### src/rtl/fcwd_pkg.sv
package fcwd_pkg;
  localparam int unsigned CTL_W      = 8;
  localparam int unsigned B_WD_EN    = 0;
  localparam int unsigned B_RST_WD   = 1;
  localparam int unsigned B_RST_CHG  = 2;
  localparam int unsigned B_STS      = 3;
  localparam int unsigned B_RECOV    = 4;

  typedef struct packed {
    logic wd_en;
    logic rst_wd;
    logic rst_chg;
  } ctl_t;
endpackage

### src/rtl/fcwd_timer.sv
module fcwd_timer #(
  parameter int unsigned PRESCALE = 16,
  parameter int unsigned RELOAD   = 16
) (
  input  logic clk_i,
  input  logic rst_ni,
  input  logic en_i,
  input  logic start_i,
  input  logic kick_i,
  output logic run_o,
  output logic expire_o
);
  localparam int unsigned PRE_W = $clog2(PRESCALE + 1);
  localparam int unsigned CNT_W = $clog2(RELOAD + 1);
  localparam logic [PRE_W-1:0] PRE_LAST = PRE_W'(PRESCALE - 1);
  localparam logic [CNT_W-1:0] CNT_INIT = CNT_W'(RELOAD);

  logic             run_q;
  logic [PRE_W-1:0] pre_q;
  logic [CNT_W-1:0] cnt_q;
  logic             tick, load;

  assign tick     = (pre_q == PRE_LAST);
  assign load     = start_i || (kick_i && run_q);
  assign expire_o = en_i && run_q && !load && tick && (cnt_q == CNT_W'(1));
  assign run_o    = run_q;

  always_ff @(posedge clk_i or negedge rst_ni) begin
    if (!rst_ni) begin
      run_q <= 1'b0;
      pre_q <= '0;
      cnt_q <= CNT_INIT;
    end else if (!en_i) begin
      run_q <= 1'b0;
      pre_q <= '0;
      cnt_q <= CNT_INIT;
    end else if (load) begin
      run_q <= 1'b1;
      pre_q <= '0;
      cnt_q <= CNT_INIT;
    end else if (run_q) begin
      if (tick) begin
        pre_q <= '0;
        if (cnt_q == CNT_W'(1)) begin
          run_q <= 1'b0;
          cnt_q <= CNT_INIT;
        end else begin
          cnt_q <= cnt_q - CNT_W'(1);
        end
      end else begin
        pre_q <= pre_q + PRE_W'(1);
      end
    end
  end

  p_stop_when_off_r4: assert property (@(posedge clk_i) disable iff (!rst_ni)
    !en_i |=> !run_q);
  p_kick_restart_r5: assert property (@(posedge clk_i) disable iff (!rst_ni)
    (en_i && run_q && kick_i) |=> (run_q && cnt_q == CNT_INIT && pre_q == '0));
endmodule

### src/rtl/fcwd_pulse.sv
module fcwd_pulse #(
  parameter int unsigned LEN = 4
) (
  input  logic clk_i,
  input  logic rst_ni,
  input  logic trig_i,
  output logic pulse_o
);
  localparam int unsigned W = $clog2(LEN + 1);

  logic [W-1:0] cnt_q;

  assign pulse_o = (cnt_q != '0);

  always_ff @(posedge clk_i or negedge rst_ni) begin
    if (!rst_ni)         cnt_q <= '0;
    else if (trig_i)     cnt_q <= W'(LEN);  // retrigger restarts full length
    else if (cnt_q != 0) cnt_q <= cnt_q - W'(1);
  end

  p_extend_r12: assert property (@(posedge clk_i) disable iff (!rst_ni)
    (trig_i && pulse_o) |=> pulse_o);
endmodule

### src/rtl/fcwd_ctrl.sv
module fcwd_ctrl
  import fcwd_pkg::*;
#(
  parameter int unsigned SEL_W     = 3,
  parameter int unsigned PRESCALE  = 16,
  parameter int unsigned RELOAD    = 16,
  parameter int unsigned PULSE_LEN = 4,
  parameter logic [SEL_W-1:0] RECOV_SEL = SEL_W'(5)
) (
  input  logic             clk_i,
  input  logic             rst_ni,
  input  logic             reg_we_i,
  input  logic [7:0]       reg_wdata_i,
  output logic [7:0]       reg_rdata_o,
  input  logic             chg_req_i,
  input  logic [SEL_W-1:0] chg_sel_i,
  input  logic             kick_i,
  output logic [SEL_W-1:0] freq_sel_o,
  output logic             sys_rst_o,
  output logic             recov_o
);
  ctl_t             ctl_q;
  logic             sts_q, recov_q;
  logic [SEL_W-1:0] freq_sel_q;
  logic             accept, expire, run, trig;

  assign accept = chg_req_i && !recov_q;

  fcwd_timer #(.PRESCALE(PRESCALE), .RELOAD(RELOAD)) u_timer (
    .clk_i   (clk_i),
    .rst_ni  (rst_ni),
    .en_i    (ctl_q.wd_en),
    .start_i (accept),
    .kick_i  (kick_i),
    .run_o   (run),
    .expire_o(expire)
  );

  assign trig = (expire && ctl_q.rst_wd) || (accept && ctl_q.rst_chg);

  fcwd_pulse #(.LEN(PULSE_LEN)) u_pulse (
    .clk_i  (clk_i),
    .rst_ni (rst_ni),
    .trig_i (trig),
    .pulse_o(sys_rst_o)
  );

  always_ff @(posedge clk_i or negedge rst_ni) begin
    if (!rst_ni) begin
      ctl_q      <= '0;
      sts_q      <= 1'b0;
      recov_q    <= 1'b0;
      freq_sel_q <= '0;
    end else begin
      if (reg_we_i) begin
        ctl_q.wd_en   <= reg_wdata_i[B_WD_EN];
        ctl_q.rst_wd  <= reg_wdata_i[B_RST_WD];
        ctl_q.rst_chg <= reg_wdata_i[B_RST_CHG];
      end
      if (expire)                              sts_q <= 1'b1;
      else if (reg_we_i && reg_wdata_i[B_STS]) sts_q <= 1'b0;
      if (expire)            recov_q <= 1'b1;
      else if (!ctl_q.wd_en) recov_q <= 1'b0;
      if (expire)      freq_sel_q <= RECOV_SEL;
      else if (accept) freq_sel_q <= chg_sel_i;
    end
  end

  always_comb begin
    reg_rdata_o            = '0;
    reg_rdata_o[B_WD_EN]   = ctl_q.wd_en;
    reg_rdata_o[B_RST_WD]  = ctl_q.rst_wd;
    reg_rdata_o[B_RST_CHG] = ctl_q.rst_chg;
    reg_rdata_o[B_STS]     = sts_q;
    reg_rdata_o[B_RECOV]   = recov_q;
  end

  assign freq_sel_o = freq_sel_q;
  assign recov_o    = recov_q;

  p_timeout_recov_r6: assert property (@(posedge clk_i) disable iff (!rst_ni)
    expire |=> (recov_q && sts_q && freq_sel_q == RECOV_SEL));
  p_ignore_in_recov_r8: assert property (@(posedge clk_i) disable iff (!rst_ni)
    (recov_q && chg_req_i) |=> $stable(freq_sel_q));
  p_leave_recov_r9: assert property (@(posedge clk_i) disable iff (!rst_ni)
    !ctl_q.wd_en |=> (!recov_q && !run));
  p_rst_on_wd_r10: assert property (@(posedge clk_i) disable iff (!rst_ni)
    (expire && ctl_q.rst_wd) |=> sys_rst_o);
  p_rst_on_chg_r11: assert property (@(posedge clk_i) disable iff (!rst_ni)
    (accept && ctl_q.rst_chg) |=> sys_rst_o);
endmodule

### config.mk
export PLATFORM = sky130hd
export DESIGN_NAME = fcwd_ctrl
export DESIGN_NICKNAME = d
export VERILOG_FILES = /design/src/rtl/fcwd_pkg.sv /design/src/rtl/fcwd_timer.sv /design/src/rtl/fcwd_pulse.sv /design/src/rtl/fcwd_ctrl.sv
export SDC_FILE = /design/constraint.sdc
export NUM_CORES = 1
export LEC_CHECK = 0
export ABC_AREA = 1
export ABC_CLOCK_PERIOD_IN_PS = 1700
export CAP_MARGIN = 5
export CORE_MARGIN = 5
export CORE_UTILIZATION = 29
export CTS_CLUSTER_DIAMETER = 80
export DETAILED_ROUTE_END_ITERATION = 7
export PLACE_DENSITY = 0.55
export REMOVE_ABC_BUFFERS = 1
export SLEW_MARGIN = 5
export SYNTH_ARGS = -nofsm -noshare
export SYNTH_HDL_FRONTEND = slang
export SYNTH_HIERARCHICAL = 1
export SYNTH_SLANG_ARGS = --single-unit
### constraint.sdc
create_clock -name clk_i -period 1.7 [get_ports clk_i]
set_clock_uncertainty 0.15 [all_clocks]
set_input_delay 0.51 -clock clk_i [delete_from_list [all_inputs] [get_ports clk_i]]
set_output_delay 0.51 -clock clk_i [all_outputs]
set_load 0.01 [all_outputs]
==> results_dict.tcl, run 1 <==
set metrics [dict create \
    outcome "complete, but fails checks" \
    violations "setup timing" \
    initial_core_util_pct 30.4 \
    synth_top_family_by_area "simple AND/OR/NAND/NOR gates" \
    crit_fanout 2 \
    ys.warnings.count 6 \
    gp_congestion 0.830 \
    setup.worst_path.class "reg2out" \
    critPathCaptureType "output pin" \
    drtPass1Iterations 4 \
    min_path_cells 2 \
    cts_tree "done" \
    grt_max_degree 23 \
    critical_path_buf_inv_count 2 \
    clock_latency_ns 0.26 \
    slew_violations 0 \
    die_w_um 75.5 \
    ys_seq_area_share_pct 44.4 \
    port_buffers 21 \
    fmax_mhz 571 \
    slowest_delay_ns 0.41 \
    rr_endpoint "u_pulse/cnt_q[0]" \
    postRouteAntennaNets 0 \
    r2r_setup_slack_ns 0.08 \
    synth_area_leader_cell "dfrtp_1" \
    drv_cap 0 \
    synth_area_leaders "dfrtp_1, nand2_1, inv_1" \
    r2r_start "u_timer/pre_q[0]" \
    synth_adder_area_share_pct 5.03 \
    vias 1115 \
    grt_pass1_wl_um 4920 \
    ir_drop_mv 0.544 \
    wire_per_inst_um 11.2 \
    cts_max_level 1 \
    clock_path_buffers 2 \
    worstHoldStart "sts_q" \
    drc 0 \
    p_per_area_mw_per_mm2 922 \
    final_layout_size_suffix_gt1_share_pct 31.6 \
    syn_area_mm2 0.00124 \
    hold_path_class "reg2reg" \
    r2r_cells 10 \
    coreArea_mm2 0.00409 \
    path_cells "inv_2, ha_4, nand2_4, buf_6" \
    cts_sinks 22 \
    grt_pass1_vias 1133 \
    cts.hold.buffers_added 0 \
    synth-compound-area-share_pct 5.94 \
    synth_xor_area_share_pct 1.41 \
    cp.required_ns 1.04 \
    via_per_inst 4.31 \
    wirelength_um 2900 \
    overflow 0 \
    finish.utilization_pct 45.8 \
    cp.arrival_ns 1.09 \
    fill_cells 409 \
    io-pin-count 29 \
    dieArea_mm2 0.00570 \
    power_w 0.00173 \
    rsz0062_at_grt "true" \
    cpLargestDelayFamily "flip-flops" \
    holdPathEnd "sts_q" \
    rows 23 \
    synth_seq_cells 22 \
    hold_viol_final 0 \
    synth_top_area_share_pct 42.3 \
    clk_pin_slew_worst_paths_ns 0.09 \
    drtIter0Drc 29 \
    grt_usage_pct 11.0 \
    fin_nets 231 \
    layout_min_cycle_time_ns 1.75 \
    syn_area_per_cell_um2 8.02 \
    syn_to_final_growth_pct 50.5 \
    muxShareOfSynthArea_pct 0 \
    dieHeight_um 75.5 \
    fin_crit_sh_pct 103 \
    hpwl_um 2080 \
    worst_setup_path_start_kind "flip-flop" \
    setup_viol 1 \
    synth_cell_types 25 \
    synthCells 155 \
    post_synth_and_or_nand_nor_area_fraction_pct 31.8 \
    p_leak_nw 0.948 \
    fin_ws_ns -0.0501 \
    cts_buffers 3 \
    antenna_found_initial 0 \
    antenna_cells 0 \
    slowest_stage "dfrtp_1" \
    root_buffer "clkbuf_8" \
]
worst min-delay path: stages, from the launching register on:
cell	delay, ns
dfrtp_1	0.35
nand2_1	0.05
nand2_1	0.04
metrics by stage:
| stage | hold WS (ns) | setup WS [ns] | instances | TNS [ns] | cell area (um^2) |
|---|---|---|---|---|---|
| 6_report | 0.326 | -0.0501 | 259 | -0.0501 | 1870 |
| 5_1_grt | 0.347 | -0.0888 | 259 | -0.153 | 1870 |
| 4_1_cts | 0.329 | -0.0282 | 250 | -0.0282 | 1760 |
| 3_5_place_dp | 0.312 | -0.550 | 242 | -6.14 | 1640 |
| 3_3_place_gp | 0.306 | -0.506 | 242 | -5.71 | 1640 |
| 2_1_floorplan | 0.0644 | -0.0436 | 151 | -0.0863 | 1200 |
sequential cells by signal, indices dropped and copies added (netlist names):
name and flops:
u_timer/run_o 1, reg_rdata_o 3, u_timer/pre_q 5, u_pulse/cnt_q 3, sts_q 1, recov_o 1, u_timer/cnt_q 5, freq_sel_o 3
metal layers:
metal | wire length (um) | vias up | track usage (%)
met4 | 16 | 0 | 2.91
met3 | 81 | 2 | 2.51
met5 | 0 | - | 0
met2 | 1560 | 13 | 19.7
li1 | - | 581 | -
met1 | 1250 | 519 | 13.3
worst max-delay path by stage:
stage                            end              from  slack, ns  cells past startpoint
finish                     sys_rst_o  u_pulse/cnt_q[1]      -0.05                      4
global route               sys_rst_o  u_pulse/cnt_q[1]      -0.09                      4
CTS                        sys_rst_o  u_pulse/cnt_q[1]      -0.03                      4
detailed placement  u_pulse/cnt_q[0]         chg_req_i      -0.55                     13
global placement    u_pulse/cnt_q[0]         chg_req_i      -0.51                     13
floorplan           u_pulse/cnt_q[0]         chg_req_i      -0.04                     12
placed cells by master, fill, tap and decap left out, drive strengths merged:
cell	synthesis	layout
a21oi	3	3
buf	6	34
bufinv	0	1
clkbuf	0	3
clkdlybuf4s15	0	1
clkdlybuf4s50	0	9
conb	1	3
dfrtp	21	21
dfstp	1	1
dlygate4sd2	0	10
ha	5	5
inv	24	24
nand2	43	43
nand3	15	15
nand3b	1	1
nand4	2	2
nor2	17	17
nor3b	1	1
o21ai	11	11
or2	2	2
xnor2	2	2
final cells by class:
cell class	count	area, um^2	share of cell area, %
clock inverters	1	30.0	1.60
repair buffers	54	459	24.5
well taps	50	62.6	3.34
multi-input cells	105	637	34.0
inverters	24	90.1	4.81
clock buffers	3	41.3	2.21
flip-flops and latches	22	552	29.5
cells in the mapped netlist:
cell type	n
nand2_2	1
ha_1	5
nand3_1	12
a21oi_1	3
conb_1	1
dfstp_2	1
buf_4	5
nand3_2	1
nand3b_1	1
o21ai_2	1
o21ai_1	3
buf_6	1
or2_1	2
nor3b_1	1
inv_1	21
nand2_1	41
xnor2_1	2
nor2_4	2
inv_2	3
dfrtp_1	21
nand4_1	2
nor2_1	15
nand2_4	1
nand3_4	2
o21ai_0	7
repair_timing:
item	in CTS	in global routing
gates resized for setup	29	12
setup buffers	4	9
pin swaps	4	5
setup endpoints to repair	19	9
hold endpoints to repair	0	0
kinds of logic after synthesis:
logic type                 count (synthesis)
buffers and inverters                     30
other                                      1
DFF                                       22
adders and majority gates                  5
xor gates and xnor gates                   2
AOI/OAI and AO/OA                         14
and+or+nand+nor                           81
power by group:
| group | total, W | switching, W | internal, W |
|---|---|---|---|
| sequential | 0.000622 | 0.0000394 | 0.000583 |
| clock | 0.000492 | 0.000178 | 0.000314 |
| combinational | 0.000611 | 0.000286 | 0.000325 |
Note: power is estimated with default switching activity, not from simulation.
==> inputs of run 2 (changes only) <==
SKIP_LAST_GASP = 1   (was not set)
==> run 2 against run 1 <==
The flow still finishes with violations (setup timing). Non-clock buffer count is 1 lower. Cell area is 1.6% lower. Largest cell class unchanged. First-iteration DRC count is 17% higher. Final cell count is 0.39% lower.
==> results_dict.tcl, run 2 (same netlist as run 1, synthesis figures left out) <==
set metrics [dict create \
    coreArea_mm2 0.00409 \
    io-pin-count 29 \
    fin_crit_sh_pct 101 \
    slowest_delay_ns 0.40 \
    critPathCaptureType "output pin" \
    clock_latency_ns 0.26 \
    stdcell_area_mm2 0.00184 \
    outcome "complete, but fails checks" \
    crit_fanout 2 \
    final_common_cell "nand2_1" \
    met1_length_um 1220 \
    slew_violations 0 \
    final_layout_size_suffix_gt1_share_pct 30.3 \
    internal-power_w 0.00121 \
    drc 0 \
    seqPwrFrac_pct 36.6 \
    power_w 0.00170 \
    root_buffer "clkbuf_8" \
    antenna_found_initial 0 \
    cts.hold.buffers_added 0 \
    ff_latch_area_um2 552 \
    clkPwrFrac_pct 28.6 \
    overflow 0 \
    initial_core_util_pct 30.4 \
    violations "setup timing" \
    postRouteAntennaNets 0 \
    multi_input_area_um2 614 \
    gp_congestion 0.830 \
    grt_max_degree 23 \
    fin_ws_ns -0.0249 \
    dieArea_mm2 0.00570 \
    p_comb_share_pct 34.8 \
    setup.worst_path.class "reg2out" \
    port_buffers 21 \
    clock_path_buffers 2 \
    cts_max_level 1 \
    drv_cap 0 \
    rsz0062_at_grt "true" \
    cp.required_ns 1.04 \
    p_per_area_mw_per_mm2 921 \
    grt_usage_pct 11.1 \
    hold_viol_final 0 \
    fmax_mhz 580 \
    dp_cells 242 \
    cts_sinks 22 \
    syn_to_final_growth_pct 48.1 \
    fin_cells 258 \
    dpl-instance-area_mm2 0.00164 \
    final_cell_mix "nand2_1, buf_4, dfrtp_1" \
    via_per_inst 4.37 \
    p_sw_share_pct 28.5 \
    path_cells "inv_2, ha_4, nand2_4, buf_6" \
    ir_drop_mv 0.538 \
    hold_path_class "reg2reg" \
    highest_layer "met4" \
    hpwl_um 2080 \
    p_sw_w 0.000483 \
    dieHeight_um 75.5 \
    met2_length_um 1510 \
    slowest_stage "dfrtp_1" \
    worst_setup_path_start_kind "flip-flop" \
    layout_min_cycle_time_ns 1.72 \
    cts_tree "done" \
    vias 1128 \
    drtPass1Iterations 4 \
    rows 23 \
    die_w_um 75.5 \
    cp.arrival_ns 1.06 \
    wl_met3_um 87 \
    wirelength_um 2830 \
    wire_per_inst_um 11.0 \
    cts_buffers 3 \
    grt_pass1_wl_um 4980 \
    clk_pin_slew_worst_paths_ns 0.08 \
    reg.largest.list "u_timer/cnt_q: 5 flops, u_timer/pre_q: 5 flops" \
    p_leak_nw 0.928 \
    antenna_cells 0 \
    setup_viol 1 \
    finish.utilization_pct 45.1 \
    dp_slack_ns -0.550 \
    grt_pass1_vias 1155 \
    fill_cells 408 \
    drtIter0Drc 34 \
    fin_nets 230 \
]
-- run 2: cell count changes in the layout (fill, tap and decap cells not counted) --
cell	change
o21ai_2	+1
nor2_2	+1
nor2_4	-1
nand2_1	+2
o21ai_4	-1
buf_4	-1
nand2_4	-1
nand2_2	-1
-- run 2: final timing paths --
kind                             startpoint               end  slack [ns]  cells past startpoint
hold reg to reg                       sts_q             sts_q        0.32                      2
hold / removal                        sts_q             sts_q        0.32                      2
setup / recovery           u_pulse/cnt_q[0]         sys_rst_o       -0.02                      4
min in group asynchronous            rst_ni  u_timer/pre_q[0]        0.44                      2
setup reg to reg           u_timer/pre_q[0]  u_pulse/cnt_q[1]        0.05                     10
max in group asynchronous            rst_ni  u_timer/cnt_q[4]        0.74                      2
-- run 2: per-stage QoR --
step	hold slack (ns)	TNS, ns
3_3_place_gp	0.306	-5.71
5_1_grt	0.347	-0.263
6_report	0.325	-0.0249
3_5_place_dp	0.312	-6.14
2_1_floorplan	0.0644	-0.0863
4_1_cts	0.329	-0.181
-- run 2: final cells by class --
type / count / share of cell area (%)
tap: 50 / 3.40
inverter: 24 / 4.89
clock inverter: 1 / 1.63
timing repair buffer: 53 / 24.5
sequential: 22 / 30.0
clock buffer: 3 / 2.24
multi-input combinational: 105 / 33.4
-- run 2: what timing repair did --
| action | 4_1_cts | 5_1_grt |
|---|---|---|
| setup buffers | 4 | 8 |
| pin swaps | 3 | 6 |
| gates cloned | 0 | 0 |
| endpoints found under the setup margin | 19 | 9 |
| gates resized for setup | 23 | 13 |
-- run 2: layer usage --
layer,vias up,track usage [%]
met5,-,0
met4,0,2.91
met3,2,2.51
met2,15,20.1
met1,534,13.3
li1,577,-
-- run 2: worst max-delay path, delay by kind of cell, from the launching register on --
kind / cells / cell delay, ns
adders and majority gates: 1 / 0.15
DFF: 1 / 0.40
buffers and inverters: 2 / 0.20
and+or+nand+nor: 1 / 0.05
-- run 2: power groups by stage --
stage | sequential (W) | clock (W) | combinational [W]
final | 0.000621 | 0.000485 | 0.000591
after global routing | 0.000626 | 0.000526 | 0.000659
after CTS | 0.000617 | 0.000504 | 0.000464
after detailed placement | 0.000625 | 0 | 0.000464
after global placement | 0.000627 | 0 | 0.000440
after floorplan | 0.000634 | 0 | 0.000220
